<file path="config.mk">
export PLATFORM = sky130hd
export DESIGN_NAME = bist_seq_ctrl
export DESIGN_NICKNAME = d
export VERILOG_FILES = /design/src/rtl/bist_seq_pkg.sv /design/src/rtl/bist_down_cnt.sv /design/src/rtl/bist_cfg_regs.sv /design/src/rtl/bist_seq_fsm.sv /design/src/rtl/bist_seq_ctrl.sv
export SDC_FILE = /design/constraint.sdc
export NUM_CORES = 1
export LEC_CHECK = 0
export BUFFER_PORTS_ARGS = -buffer_cell sky130_fd_sc_hd__buf_2
export CAP_MARGIN = 25
export CELL_PAD_IN_SITES_DETAIL_PLACEMENT = 0
export CELL_PAD_IN_SITES_GLOBAL_PLACEMENT = 1
export CORE_ASPECT_RATIO = 1.4
export CORE_MARGIN = 8
export CORE_UTILIZATION = 41
export CTS_BUF_LIST = sky130_fd_sc_hd__clkbuf_8
export CTS_CLUSTER_SIZE = 40
export DETAILED_ROUTE_END_ITERATION = 8
export GPL_TIMING_DRIVEN = 1
export PLACE_DENSITY_LB_ADDON = 0.12
export SLEW_MARGIN = 15
export SYNTH_ARGS = -nofsm -noshare
export SYNTH_HDL_FRONTEND = slang
export SYNTH_SLANG_ARGS = --single-unit
</file>
<file path="constraint.sdc">
create_clock -name clk -period 2 [get_ports clk]
set_input_delay 0.1 -clock clk [delete_from_list [all_inputs] [get_ports clk]]
set_output_delay 0.1 -clock clk [all_outputs]
set_load 0.005 [all_outputs]
</file>
<file path="src/rtl/bist_seq_pkg.sv">
package bist_seq_pkg;
  localparam int ADDR_W = 2;

  typedef enum logic [1:0] {
    ST_IDLE = 2'd0,
    ST_INIT = 2'd1,
    ST_RUN  = 2'd2,
    ST_DONE = 2'd3
  } seq_state_t;

  localparam logic [ADDR_W-1:0] REG_CTRL    = 2'd0;
  localparam logic [ADDR_W-1:0] REG_SETTLE  = 2'd1;
  localparam logic [ADDR_W-1:0] REG_MEASURE = 2'd2;
  localparam logic [ADDR_W-1:0] REG_ROUTE   = 2'd3;
endpackage

</file>
<file path="src/rtl/bist_down_cnt.sv">
module bist_down_cnt #(
  parameter int W = 6
) (
  input  logic         clk,
  input  logic         rst,
  input  logic         load,
  input  logic [W-1:0] load_val,
  input  logic         dec,
  output logic         tc
);
  logic [W-1:0] cnt;

  always_ff @(posedge clk) begin
    if (rst)
      cnt <= '0;
    else if (load)
      cnt <= load_val;
    else if (dec && cnt != '0)
      cnt <= cnt - 1'b1;
  end

  assign tc = (cnt == '0);

  // a counter at zero stays there
  assert_no_wrap_R10: assert property (@(posedge clk) disable iff (rst)
    (!load && dec && cnt == '0) |=> cnt == '0);
endmodule

</file>
<file path="src/rtl/bist_cfg_regs.sv">
module bist_cfg_regs
  import bist_seq_pkg::*;
#(
  parameter int DATA_W = 6,
  parameter int ICNT_W = 6,
  parameter int BCNT_W = 6,
  parameter int LPBK_W = 3,
  parameter int MODE_W = 3
) (
  input  logic              clk,
  input  logic              rst,
  input  logic              wr_en,
  input  logic [ADDR_W-1:0] wr_addr,
  input  logic [DATA_W-1:0] wr_data,
  input  logic              busy,
  output logic              start_req,
  output logic [ICNT_W-1:0] settle_len,
  output logic [BCNT_W-1:0] measure_len,
  output logic [LPBK_W-1:0] lpbk_sel,
  output logic [MODE_W-1:0] test_mode
);
  localparam int ROUTE_W = LPBK_W + MODE_W;

  assign start_req = wr_en && (wr_addr == REG_CTRL) && wr_data[0];

  always_ff @(posedge clk) begin
    if (rst) begin
      settle_len  <= '1;
      measure_len <= '1;
      lpbk_sel    <= '0;
      test_mode   <= '0;
    end else if (wr_en && !busy) begin
      case (wr_addr)
        REG_SETTLE:  settle_len  <= wr_data[ICNT_W-1:0];
        REG_MEASURE: measure_len <= wr_data[BCNT_W-1:0];
        REG_ROUTE: begin
          lpbk_sel  <= wr_data[LPBK_W-1:0];
          test_mode <= wr_data[ROUTE_W-1:LPBK_W];
        end
        default: ;
      endcase
    end
  end

  // configuration frozen during a pass
  assert_cfg_frozen_R8: assert property (@(posedge clk) disable iff (rst)
    busy |=> ($stable(lpbk_sel) && $stable(test_mode) &&
              $stable(settle_len) && $stable(measure_len)));
endmodule

</file>
<file path="src/rtl/bist_seq_fsm.sv">
module bist_seq_fsm
  import bist_seq_pkg::*;
(
  input  logic clk,
  input  logic rst,
  input  logic start_req,
  input  logic settle_tc,
  input  logic measure_tc,
  output logic settle_load,
  output logic settle_dec,
  output logic measure_load,
  output logic measure_dec,
  output logic busy,
  output logic tpg_bist_sel,
  output logic ora_clear,
  output logic ora_enable,
  output logic init_done,
  output logic done
);
  seq_state_t state, nxt;
  logic start_ok;

  assign start_ok     = start_req && (state == ST_IDLE || state == ST_DONE);
  assign busy         = (state == ST_INIT) || (state == ST_RUN);
  assign settle_load  = start_ok;
  assign settle_dec   = (state == ST_INIT);
  assign measure_load = (state == ST_INIT) && settle_tc;
  assign measure_dec  = (state == ST_RUN);

  always_comb begin
    nxt = state;
    case (state)
      ST_IDLE, ST_DONE: if (start_ok) nxt = ST_INIT;
      ST_INIT:          if (settle_tc) nxt = ST_RUN;
      ST_RUN:           if (measure_tc) nxt = ST_DONE;
      default:          nxt = ST_IDLE;
    endcase
  end

  always_ff @(posedge clk) begin
    if (rst) begin
      state        <= ST_IDLE;
      tpg_bist_sel <= 1'b0;
      ora_clear    <= 1'b0;
      ora_enable   <= 1'b0;
      init_done    <= 1'b0;
      done         <= 1'b0;
    end else begin
      state        <= nxt;
      tpg_bist_sel <= (nxt == ST_INIT) || (nxt == ST_RUN);
      ora_clear    <= start_ok;
      ora_enable   <= (nxt == ST_RUN);
      init_done    <= (nxt == ST_RUN) || (nxt == ST_DONE);
      done         <= (nxt == ST_DONE);
    end
  end

  // clear is a single-cycle pulse
  assert_clear_pulse_R2: assert property (@(posedge clk) disable iff (rst)
    ora_clear |=> !ora_clear);
  // accumulation only while the generator is in test
  assert_en_needs_sel_R5: assert property (@(posedge clk) disable iff (rst)
    ora_enable |-> tpg_bist_sel);
  // completion excludes generator and accumulator activity
  assert_done_quiet_R4: assert property (@(posedge clk) disable iff (rst)
    done |-> (!tpg_bist_sel && !ora_enable));
  // start ignored mid-measurement
  assert_start_ignored_R6: assert property (@(posedge clk) disable iff (rst)
    (start_req && state == ST_RUN && !measure_tc) |=> (state == ST_RUN && !ora_clear));
endmodule

</file>
<file path="src/rtl/bist_seq_ctrl.sv">
module bist_seq_ctrl
  import bist_seq_pkg::*;
#(
  parameter int DATA_W = 6,
  parameter int ICNT_W = 6,
  parameter int BCNT_W = 6,
  parameter int LPBK_W = 3,
  parameter int MODE_W = 3
) (
  input  logic              clk,
  input  logic              rst,
  input  logic              wr_en,
  input  logic [1:0]        wr_addr,
  input  logic [DATA_W-1:0] wr_data,
  output logic              tpg_bist_sel,
  output logic              ora_clear,
  output logic              ora_enable,
  output logic              init_done,
  output logic              done,
  output logic [LPBK_W-1:0] lpbk_sel,
  output logic [MODE_W-1:0] test_mode
);
  logic              start_req, busy;
  logic [ICNT_W-1:0] settle_len;
  logic [BCNT_W-1:0] measure_len;
  logic              settle_load, settle_dec, settle_tc;
  logic              measure_load, measure_dec, measure_tc;

  bist_cfg_regs #(
    .DATA_W(DATA_W), .ICNT_W(ICNT_W), .BCNT_W(BCNT_W),
    .LPBK_W(LPBK_W), .MODE_W(MODE_W)
  ) u_cfg (
    .clk(clk), .rst(rst), .wr_en(wr_en), .wr_addr(wr_addr), .wr_data(wr_data),
    .busy(busy), .start_req(start_req), .settle_len(settle_len),
    .measure_len(measure_len), .lpbk_sel(lpbk_sel), .test_mode(test_mode)
  );

  bist_down_cnt #(.W(ICNT_W)) u_settle_cnt (
    .clk(clk), .rst(rst), .load(settle_load), .load_val(settle_len),
    .dec(settle_dec), .tc(settle_tc)
  );

  bist_down_cnt #(.W(BCNT_W)) u_measure_cnt (
    .clk(clk), .rst(rst), .load(measure_load), .load_val(measure_len),
    .dec(measure_dec), .tc(measure_tc)
  );

  bist_seq_fsm u_fsm (
    .clk(clk), .rst(rst), .start_req(start_req),
    .settle_tc(settle_tc), .measure_tc(measure_tc),
    .settle_load(settle_load), .settle_dec(settle_dec),
    .measure_load(measure_load), .measure_dec(measure_dec),
    .busy(busy), .tpg_bist_sel(tpg_bist_sel), .ora_clear(ora_clear),
    .ora_enable(ora_enable), .init_done(init_done), .done(done)
  );

  // no accumulation before the settle phase has completed
  assert_en_after_settle_R5: assert property (@(posedge clk) disable iff (rst)
    ora_enable |-> init_done);
endmodule

</file>
==> results of run 1 <==
## power by group through the flow
stage | logic [mW] | registers (mW) | clock network [mW]
2_1_floorplan | 0.109 | 0.797 | 0
3_3_place_gp | 0.168 | 0.798 | 0
3_5_place_dp | 0.172 | 0.800 | 0
4_1_cts | 0.173 | 0.782 | 0.694
5_1_grt | 0.206 | 0.787 | 0.724
6_report | 0.186 | 0.783 | 0.677
## cells in the mapped netlist (3+ instances only)
library cell and count:
ha_1 7, nor2_1 23, dfxtp_1 37, mux2i_1 18, nand3_1 3, nor3_1 4
o211ai_1 6, nand2_1 17, a211oi_1 8, clkbuf_1 4, a21oi_1 7, inv_1 13
o21ai_0 3
## layout by cell type (no fill, tap or decap), types with 4 or more instances in the layout
master	instances
mux2i_1	18
nor2_1	23
buf_4	13
inv_1	12
clkbuf_8	6
a21oi_1	7
buf_2	21
nor3_1	4
dfxtp_1	34
o211ai_1	6
nand2_1	17
a211oi_1	8
## worst max-delay path: cells and delay by family (launching register included)
family	cells	cell delay, ns
AOI/OAI and AO/OA	3	0.60
DFF	1	0.35
adders and majority gates	1	0.14
and+or+nand+nor	3	0.68
## cell families (layout without fill, tap and decap cells)
logic type / Yosys count / in the layout / share of synthesized area (%)
fa+ha+maj: 7 / 7 / 5.14
simple gates: 68 / 68 / 20.6
compound gates: 34 / 34 / 14.9
xor+xnor: 2 / 2 / 1.03
mux: 18 / 18 / 10.6
flops: 37 / 37 / 43.5
buf+inv: 19 / 55 / 4.33
## metal layers
metal	vias up	share of wire (%)	GRT usage, %
li1	716	-	-
met1	654	44	12.6
met2	20	51	21.3
met3	9	3.1	3.45
met4	0	2.3	6.05
met5	-	0	0
## path summary, 6_finish.rpt
| path | slack (ns) | cells past startpoint | end | from |
|---|---|---|---|---|
| setup / recovery | 0.11 | 7 | u_fsm.init_done | u_measure_cnt.cnt[3] |
| hold / removal | 0.07 | 3 | u_cfg.settle_len[1] | wr_data[1] |
| setup reg to reg | 0.11 | 7 | u_fsm.init_done | u_measure_cnt.cnt[3] |
| hold reg to reg | 0.48 | 2 | u_cfg.measure_len[3] | u_cfg.measure_len[3] |
## metrics by stage
stage	util, %	instances	hold slack [ns]	total power [mW]	setup slack (ns)
6_report	54.1	264	0.0661	1.65	0.106
4_1_cts	51.8	263	0.0543	1.65	0.0189
5_1_grt	54.1	264	0.0673	1.72	0.0110
2_1_floorplan	-	185	0.168	0.906	0.00622
3_3_place_gp	48.8	255	0.358	0.967	0.128
3_5_place_dp	48.8	255	0.363	0.971	0.0427
## final cells by class
cell class	count	area, um^2
clock buffers	6	82.6
clock inverters	2	37.5
fillers	369	1810
inverters	13	48.8
multi-input cells	129	968
flip-flops and latches	37	744
well taps	43	53.8
repair buffers	34	203
## what timing repair did
action                                  CTS  global route
endpoints found under the setup margin    0             3
setup buffers                             0             1
gates resized for setup                   0            19
hold buffers                              0             0
## flip-flops by register name (all words and copies together) (netlist names)
name                cells
u_cfg.lpbk_sel          3
u_cfg.test_mode         3
u_fsm.init_done         1
u_fsm.tpg_bist_sel      1
u_settle_cnt.cnt        6
u_fsm.state             2
u_fsm.done              1
u_measure_cnt.cnt       6
u_fsm.ora_clear         1
u_cfg.measure_len       6
u_cfg.settle_len        6
u_fsm.ora_enable        1
==> flow_summary.ini, run 1 <==
[route]
drt-pass1-iter-count = 4
drtIter0Drc = 46
wl_per_cell_um = 14.9
drc_errors = 0
vias = 1399
viasPerCell = 5.30
drtAntennaViolNets = 0
wirelength_um = 3930

[critical_path]
slowest_delay_ns = 0.42
crit_chain = or3_4, o41ai_4, a21oi_4, and2_4, ha_4, nor2b_4, o21bai_1
critPathKind = register to register
crit_required_ns = 2.18
critPathLaunchType = register
critPathSlowestCell = or3_4
cp_max_fo = 5
crit_path_end_kind = register
crit_arrival_ns = 2.07

[hold_path]
hp-class = input port to register

[logic_synthesis]
ys_async_sr_fraction_pct = 0
syn-num-nets = 203
synth_edf_count = 0
synthDistinctLibCells = 41
ys_warn_count = 0
synth_cells = 185
yosysSeqAreaShare_pct = 43.5
syn_area_um2 = 1700
yosys_register_bits = 37
synth_ff_type = dfxtp_1
netlist.area_leader.share_pct = 43.5
yosysTopAreaCell = dfxtp_1
postSynthAreaPerCell_um2 = 9.21
synthTopCellsByArea = dfxtp_1 43%, mux2i_1 11%, ha_1 5.1%

[power]
power_frac_clock_pct = 41.1
combPwrFrac_pct = 11.3
swShare_pct = 23.7
switching_power_mw = 0.391
intPower_mw = 1.26
p_seq_share_pct = 47.6
ir_worst_vdd_v = 0.000778
power_density_nw_per_um2 = 770
leakagePower_nw = 0.868

[floorplan]
core-area_um2 = 3950
initial_utilization_pct = 43.1
die-area_um2 = 6500
die_w_um = 70.5
die_h_um = 92.3
ios = 22
num_rows = 27

[sta]
grt_setup_unrepaired = false
fin_crit_ns = 1.89
max_freq_mhz = 528
finalHoldViolations = 0
tightest_slew_ns = 0.445
finalCritPeriodShare_pct = 94.7
fin_setup_tns_ns = 0
final_max_slew_viol_count = 0
slew_headroom_pct = 70.3
fin_worst_skew_ns = 0.00899
setup_viol = 0

[global_routing]
overflow = 0
antenna_found_initial = 0
grt_use_total_pct = 12.0
grt_first_pass_wirelength_um = 6380
grt_max_degree = 23
grt_pass1_vias = 1408

[cells_and_area]
diodes = 0
drive_gt1_share_pct = 29.9
design_area_um2 = 2140
nets = 238
area_growth_pct = 25.5

[clock_network]
cts_buffers = 5
clock-sinks = 37
clockBufferDepth = 2
clkSlewWorstSetupHoldPaths_ns = 0.08
cts-root-buf = clkbuf_8
htree_num_levels = 2
cts_tree = built
clock_latency_ns = 0.29

[place]
io_buffers = 21
dp_hpwl_um = 2920
placed_area_um2 = 1930
place.gp.congestion = 0.818

[job]
max-cap-violations = 0

[status]
outcome = complete, no violations
No activity file was read; power rests on OpenSTA's default activity.
==> inputs of run 2 (changes only) <==
Settings changed: ABC_AREA from default to 1, CORE_UTILIZATION 41 to 39.
==> run 2 against run 1 <==
Hold slack got worse by 0.016 ns; power increased by 2.5%; flip-flop and latch count unchanged; global-route usage increased by 0.42 points; maximum frequency increased by 7.9%; first-iteration DRC count decreased by 2.2%; clock power decreased by 2%; non-clock buffer count decreased by 12; register-to-register slack improved by 0.14 ns; critical path type unchanged; clock-buffer cell count unchanged; die area increased by 9.9%.
==> flow_summary.ini, run 2 <==
[job]
max-cap-violations = 0

[global_routing]
grt_first_pass_wirelength_um = 7210
globalRouteMet2Util_pct = 21.8
grt_pass1_vias = 1595
overflow = 0
antenna_found_initial = 0
grt_max_degree = 24
grt.met3_usage_pct = 3.10
use_met1_pct = 14.1
gr-max-usage-layer = met2
grt_use_total_pct = 12.5

[cells_and_area]
multi_input_area_um2 = 970
area_growth_pct = 15.6
drive_gt1_share_pct = 20.3
final_cell_mix = 65 x nand2_1, 40 x nor2_1, 37 x dfxtp_1
final_common_cell = nand2_1
fin_cells = 338
diodes = 0
design_area_um2 = 2110
nets = 293
fillers = 503
seqCellArea_um2 = 741

[power]
leakagePower_nw = 1.05
power_frac_clock_pct = 39.2
power_density_nw_per_um2 = 801
p_seq_share_pct = 47.1
ir_worst_vdd_v = 0.000384
combPwrFrac_pct = 13.7
swShare_pct = 25.2
intPower_mw = 1.26
switching_power_mw = 0.425

[logic_synthesis]
netlist.area_leader.share_pct = 40.6
syn_area_um2 = 1820
yosysTopAreaCell = dfxtp_1
postSynthAreaPerCell_um2 = 7.29
ys_warn_count = 0
ys_async_sr_fraction_pct = 0
synth_cells = 250
synthTopCellsByArea = dfxtp_1 41%, nand2_1 13%, nor2_1 8.2%
synth_common_cells = 65 x nand2_1, 40 x nor2_1, 37 x dfxtp_1, 20 x nand3_1, 19 x inv_1
yosys_register_bits = 37
synth.most_common_cell = nand2_1
synthDistinctLibCells = 28
yosysSeqAreaShare_pct = 40.6
synth_edf_count = 0
synth_ff_type = dfxtp_1
syn-num-nets = 268

[place]
io_buffers = 21
place.gp.congestion = 0.739
dpl_worst_slack_ns = 0.255
dp_hpwl_um = 3170
place_inst = 330
placed_area_um2 = 1990

[floorplan]
die-area_um2 = 7150
num_rows = 29
die_h_um = 96.9
initial_utilization_pct = 40.2
die_w_um = 73.8
core-area_um2 = 4540
ios = 22

[route]
wirelength_um = 4050
drtIter0Drc = 45
drtAntennaViolNets = 0
wl_per_cell_um = 12.0
drc_errors = 0
vias = 1592
drt-pass1-iter-count = 4
viasPerCell = 4.71

[clock_network]
cts_resized = 0
cts_hold_buf = 0
clock_latency_ns = 0.28
htree_num_levels = 2
clkSlewWorstSetupHoldPaths_ns = 0.08
cts_setup_buffers = 0
clock-sinks = 37
cts-root-buf = clkbuf_8
cts_buffers = 5
cts_tree = built
clockBufferDepth = 2

[sta]
setup_ws_ns = 0.245
fin_worst_skew_ns = 0.00403
fin_crit_ns = 1.75
finalHoldViolations = 0
slew_headroom_pct = 56.7
max_freq_mhz = 570
grt_setup_unrepaired = false
setup_viol = 0
final_max_slew_viol_count = 0
finalCritPeriodShare_pct = 87.7
timing.hold.ws_ns = 0.0502
fin_setup_tns_ns = 0
tightest_slew_ns = 0.648

[critical_path]
crit_path_end_kind = register
r2r-end = u_fsm.tpg_bist_sel
crit_chain = inv_1, ha_1, nand2_1, nor2_2, nand2_2, nand2_1, nand2_1, nand2_2, inv_1, ha_1, nor2_1
cp_max_fo = 4
r2r_slack_ns = 0.25
r2r_start = u_fsm.state[0]
crit_required_ns = 2.22
slowest_delay_ns = 0.35
critPathKind = register to register
critPathLaunchType = register
worst-r2r-cell-count = 11
critPathSlowestCell = dfxtp_1
crit_top_cell = nand2_1
crit_arrival_ns = 1.97

[hold_path]
min_path_cells = 3
hp-class = input port to register
hp-start = wr_data[5]
hold-path-endpoint = u_cfg.settle_len[5]

[status]
outcome = complete, no violations
[run 2: cell count changes after synthesis, sizes merged, moves of 3 or more]
cell    change
xor2        +3
inv        +11
or3         -3
o21ai       +9
nor2       +22
nand3      +19
o211ai      -3
mux2i      -18
nand2      +56
a211oi      -8
[run 2: through the flow]
step / util (%) / power (mW)
6_report: 46.5 / 1.69
3_3_place_gp: 43.9 / 1.05
3_5_place_dp: 43.9 / 1.05
2_1_floorplan: - / 0.986
5_1_grt: 46.5 / 1.77
4_1_cts: 46.5 / 1.71
[run 2: area by class of cell]
cell class,instances,area share [%]
multi-input cells,185,46.0
flip-flops and latches,37,35.2
repair buffers,22,5.34
inverters,24,4.28
clock buffers,6,3.92
well taps,62,3.68
clock inverters,2,1.60
[run 2: layer usage]
layer	wire length, um	vias up	part of all wire [%]
met4	37	0	0.91
met5	0	-	0
met2	2080	26	51
met1	1790	719	44
met3	144	4	3.6
li1	-	843	-
[run 2: worst max-delay path by stage]
stage / slack [ns] / depth (start not counted) / end / startpoint
after floorplan: 0.27 / 12 / u_fsm.tpg_bist_sel / u_fsm.state[0]
after global routing: 0.1 / 12 / u_fsm.init_done / u_fsm.state[0]
final: 0.25 / 11 / u_fsm.tpg_bist_sel / u_fsm.state[0]
after detailed placement: 0.26 / 11 / u_fsm.tpg_bist_sel / u_fsm.state[0]
after global placement: 0.30 / 12 / u_fsm.init_done / u_fsm.state[0]
after CTS: 0.23 / 11 / u_fsm.tpg_bist_sel / u_fsm.state[0]
[run 2: cells by family (layout without fill, tap and decap cells)]
kind of cell | count (synthesis) | in the layout | synth area share (%)
AO/OA/AOI/OAI | 22 | 22 | 7.21
XOR/XNOR | 4 | 4 | 1.92
adder cells (fa/ha/maj) | 7 | 7 | 4.80
buffers and inverters | 28 | 54 | 6.18
flip-flops | 37 | 37 | 40.6
AND/OR/NAND/NOR | 152 | 152 | 39.3
[run 2: critical path: cells and delay by family (launching register included)]
kind / cells / cell delay (ns)
flip-flops: 1 / 0.35
AND/OR/NAND/NOR: 7 / 0.61
buffers and inverters: 2 / 0.13
adder cells (fa/ha/maj): 2 / 0.61
[run 2: power by group through the flow]
stage                     clock (mW)  combinational, mW  sequential, mW
after global routing           0.707              0.267           0.800
final                          0.661              0.231           0.795
after floorplan                    0              0.178           0.807
after global placement             0              0.232           0.813
after detailed placement           0              0.233           0.813
after CTS                      0.682              0.235           0.796
==> inputs of run 3 (changes only) <==
Settings changed: CELL_PAD_IN_SITES_DETAIL_PLACEMENT 0 to 1.
==> run 3 against run 2 <==
Register-to-register slack got worse by 0.06 ns; cell count unchanged; first-iteration DRC count decreased by 38%; hold slack got worse by 0.011 ns; sequential share of layout area decreased by 0.31 points; setup slack got worse by 0.063 ns; die area unchanged; clock skew increased by 0.0014 ns; wire length increased by 12%; flip-flop and latch count unchanged; power increased by 8.3%; critical endpoint unchanged; largest cell class unchanged.
==> flow_summary.ini, run 3 (synthesized netlist as in run 2, its figures left out) <==
[critical_path]
critPathKind = register to register
cp_max_fo = 4
r2r_start = u_fsm.state[0]
crit_required_ns = 2.23
critPathSlowestCell = dfxtp_2
critPathLaunchType = register
path_buf_inv = 2
crit_top_cell = nand2_1
slowest_delay_ns = 0.34
crit_arrival_ns = 2.05
crit_path_end_kind = register
cp_top_family = simple AND/OR/NAND/NOR gates
startpoint = u_fsm.state[0]
crit_chain = inv_1, ha_1, nand2_1, nor2_2, nand2_2, nand2_1, nand2_1, nand2_2, inv_1, ha_1, nor2_1

[power]
p_seq_share_pct = 43.5
leakagePower_nw = 1.06
swShare_pct = 25.4
power_density_nw_per_um2 = 858
power_frac_clock_pct = 43.5
combPwrFrac_pct = 13.0
ir_worst_vdd_v = 0.000648
power_mw = 1.83
intPower_mw = 1.36
switching_power_mw = 0.465

[global_routing]
grt_first_pass_wirelength_um = 8150
grt_max_degree = 24
overflow = 0
antenna_found_initial = 0
grt_use_total_pct = 14.1
grt_pass1_vias = 1798

[route]
wirelength_um = 4550
drtIter0Drc = 28
viasPerCell = 4.88
drtAntennaViolNets = 0
drc_errors = 0
drt-pass1-iter-count = 4
wl_per_cell_um = 13.5
vias = 1650

[cells_and_area]
diodes = 0
area_growth_pct = 16.8
drive_gt1_share_pct = 21.0
final_common_cell = nand2_1
post-route-util_pct = 47.0
nets = 293
final_cell_mix = 65 x nand2_1, 40 x nor2_1, 36 x dfxtp_1

[hold_path]
hp-class = input port to register
hp-start = wr_data[5]

[floorplan]
initial_utilization_pct = 40.2
die_h_um = 96.9
die-area_um2 = 7150
num_rows = 29
die_w_um = 73.8
ios = 22
core-area_um2 = 4540

[clock_network]
clock-sinks = 37
clkSlewWorstSetupHoldPaths_ns = 0.08
clockBufferDepth = 2
cts_hold_buf = 0
clock_latency_ns = 0.29
cts_tree = built
htree_num_levels = 2
cts-root-buf = clkbuf_8
cts_buffers = 5
cts_setup_buffers = 0

[place]
dp_hpwl_um = 3480
place.gp.congestion = 0.739
io_buffers = 21

[sta]
final_max_slew_viol_count = 0
finalCritPeriodShare_pct = 90.9
fin_worst_skew_ns = 0.00540
finalHoldViolations = 0
slew_headroom_pct = 56.2
fin_setup_tns_ns = 0
fin_crit_ns = 1.82
tightest_slew_ns = 0.656
max_freq_mhz = 550
setup_viol = 0

[job]
max-cap-violations = 0

[status]
outcome = complete, no violations
## run 3: final cells by class
type	instances	area [um^2]
clock buffer	5	68.8
clock inverter	3	68.8
fill	594	2410
inverter	24	90.1
multi-input combinational	185	970
sequential	37	742
tap	62	77.6
timing repair buffer	22	113
## run 3: final timing paths
check,depth (start not counted),end,slack (ns)
max,11,u_fsm.tpg_bist_sel,0.18
min,3,u_cfg.settle_len[5],0.04
min reg2reg,2,u_cfg.settle_len[1],0.47
max reg2reg,11,u_fsm.tpg_bist_sel,0.18
## run 3: metrics by stage
stage	cell area, um^2	hold WS (ns)	std cells	worst slack [ns]
6_report	2130	0.0392	338	0.182
3_3_place_gp	1990	0.334	330	0.303
3_5_place_dp	1990	0.349	330	0.222
2_1_floorplan	1820	0.162	250	0.266
4_1_cts	2130	0.0367	338	0.142
5_1_grt	2130	0.0466	338	-0.00480
## run 3: layer usage
layer / part of all wire, % / up-vias / routed length [um] / global-route usage [%]
met4: 1.6 / 0 / 72 / 5.10
met3: 2.4 / 6 / 110 / 2.79
met5: 0 / - / 0 / 0
met1: 42 / 785 / 1930 / 15.3
met2: 54 / 18 / 2440 / 25.6
li1: - / 841 / - / -
## run 3: power groups by stage
stage,Combinational [mW],Clock (mW),Sequential (mW)
final,0.237,0.795,0.796
after CTS,0.243,0.810,0.796
after global placement,0.232,0,0.813
after global routing,0.273,0.839,0.801
after detailed placement,0.239,0,0.814
after floorplan,0.178,0,0.807
## run 3: worst reg2reg max path: cells and delay by family, from the launching register on
family        cells  cell delay, ns
flops             1            0.34
simple gates      7            0.65
fa+ha+maj         2            0.63
buf+inv           2            0.13
## run 3: repair_timing
item,4_1_cts,5_1_grt
resized for setup,0,1
endpoints found under the setup margin,0,2
endpoints found under the hold margin,0,0
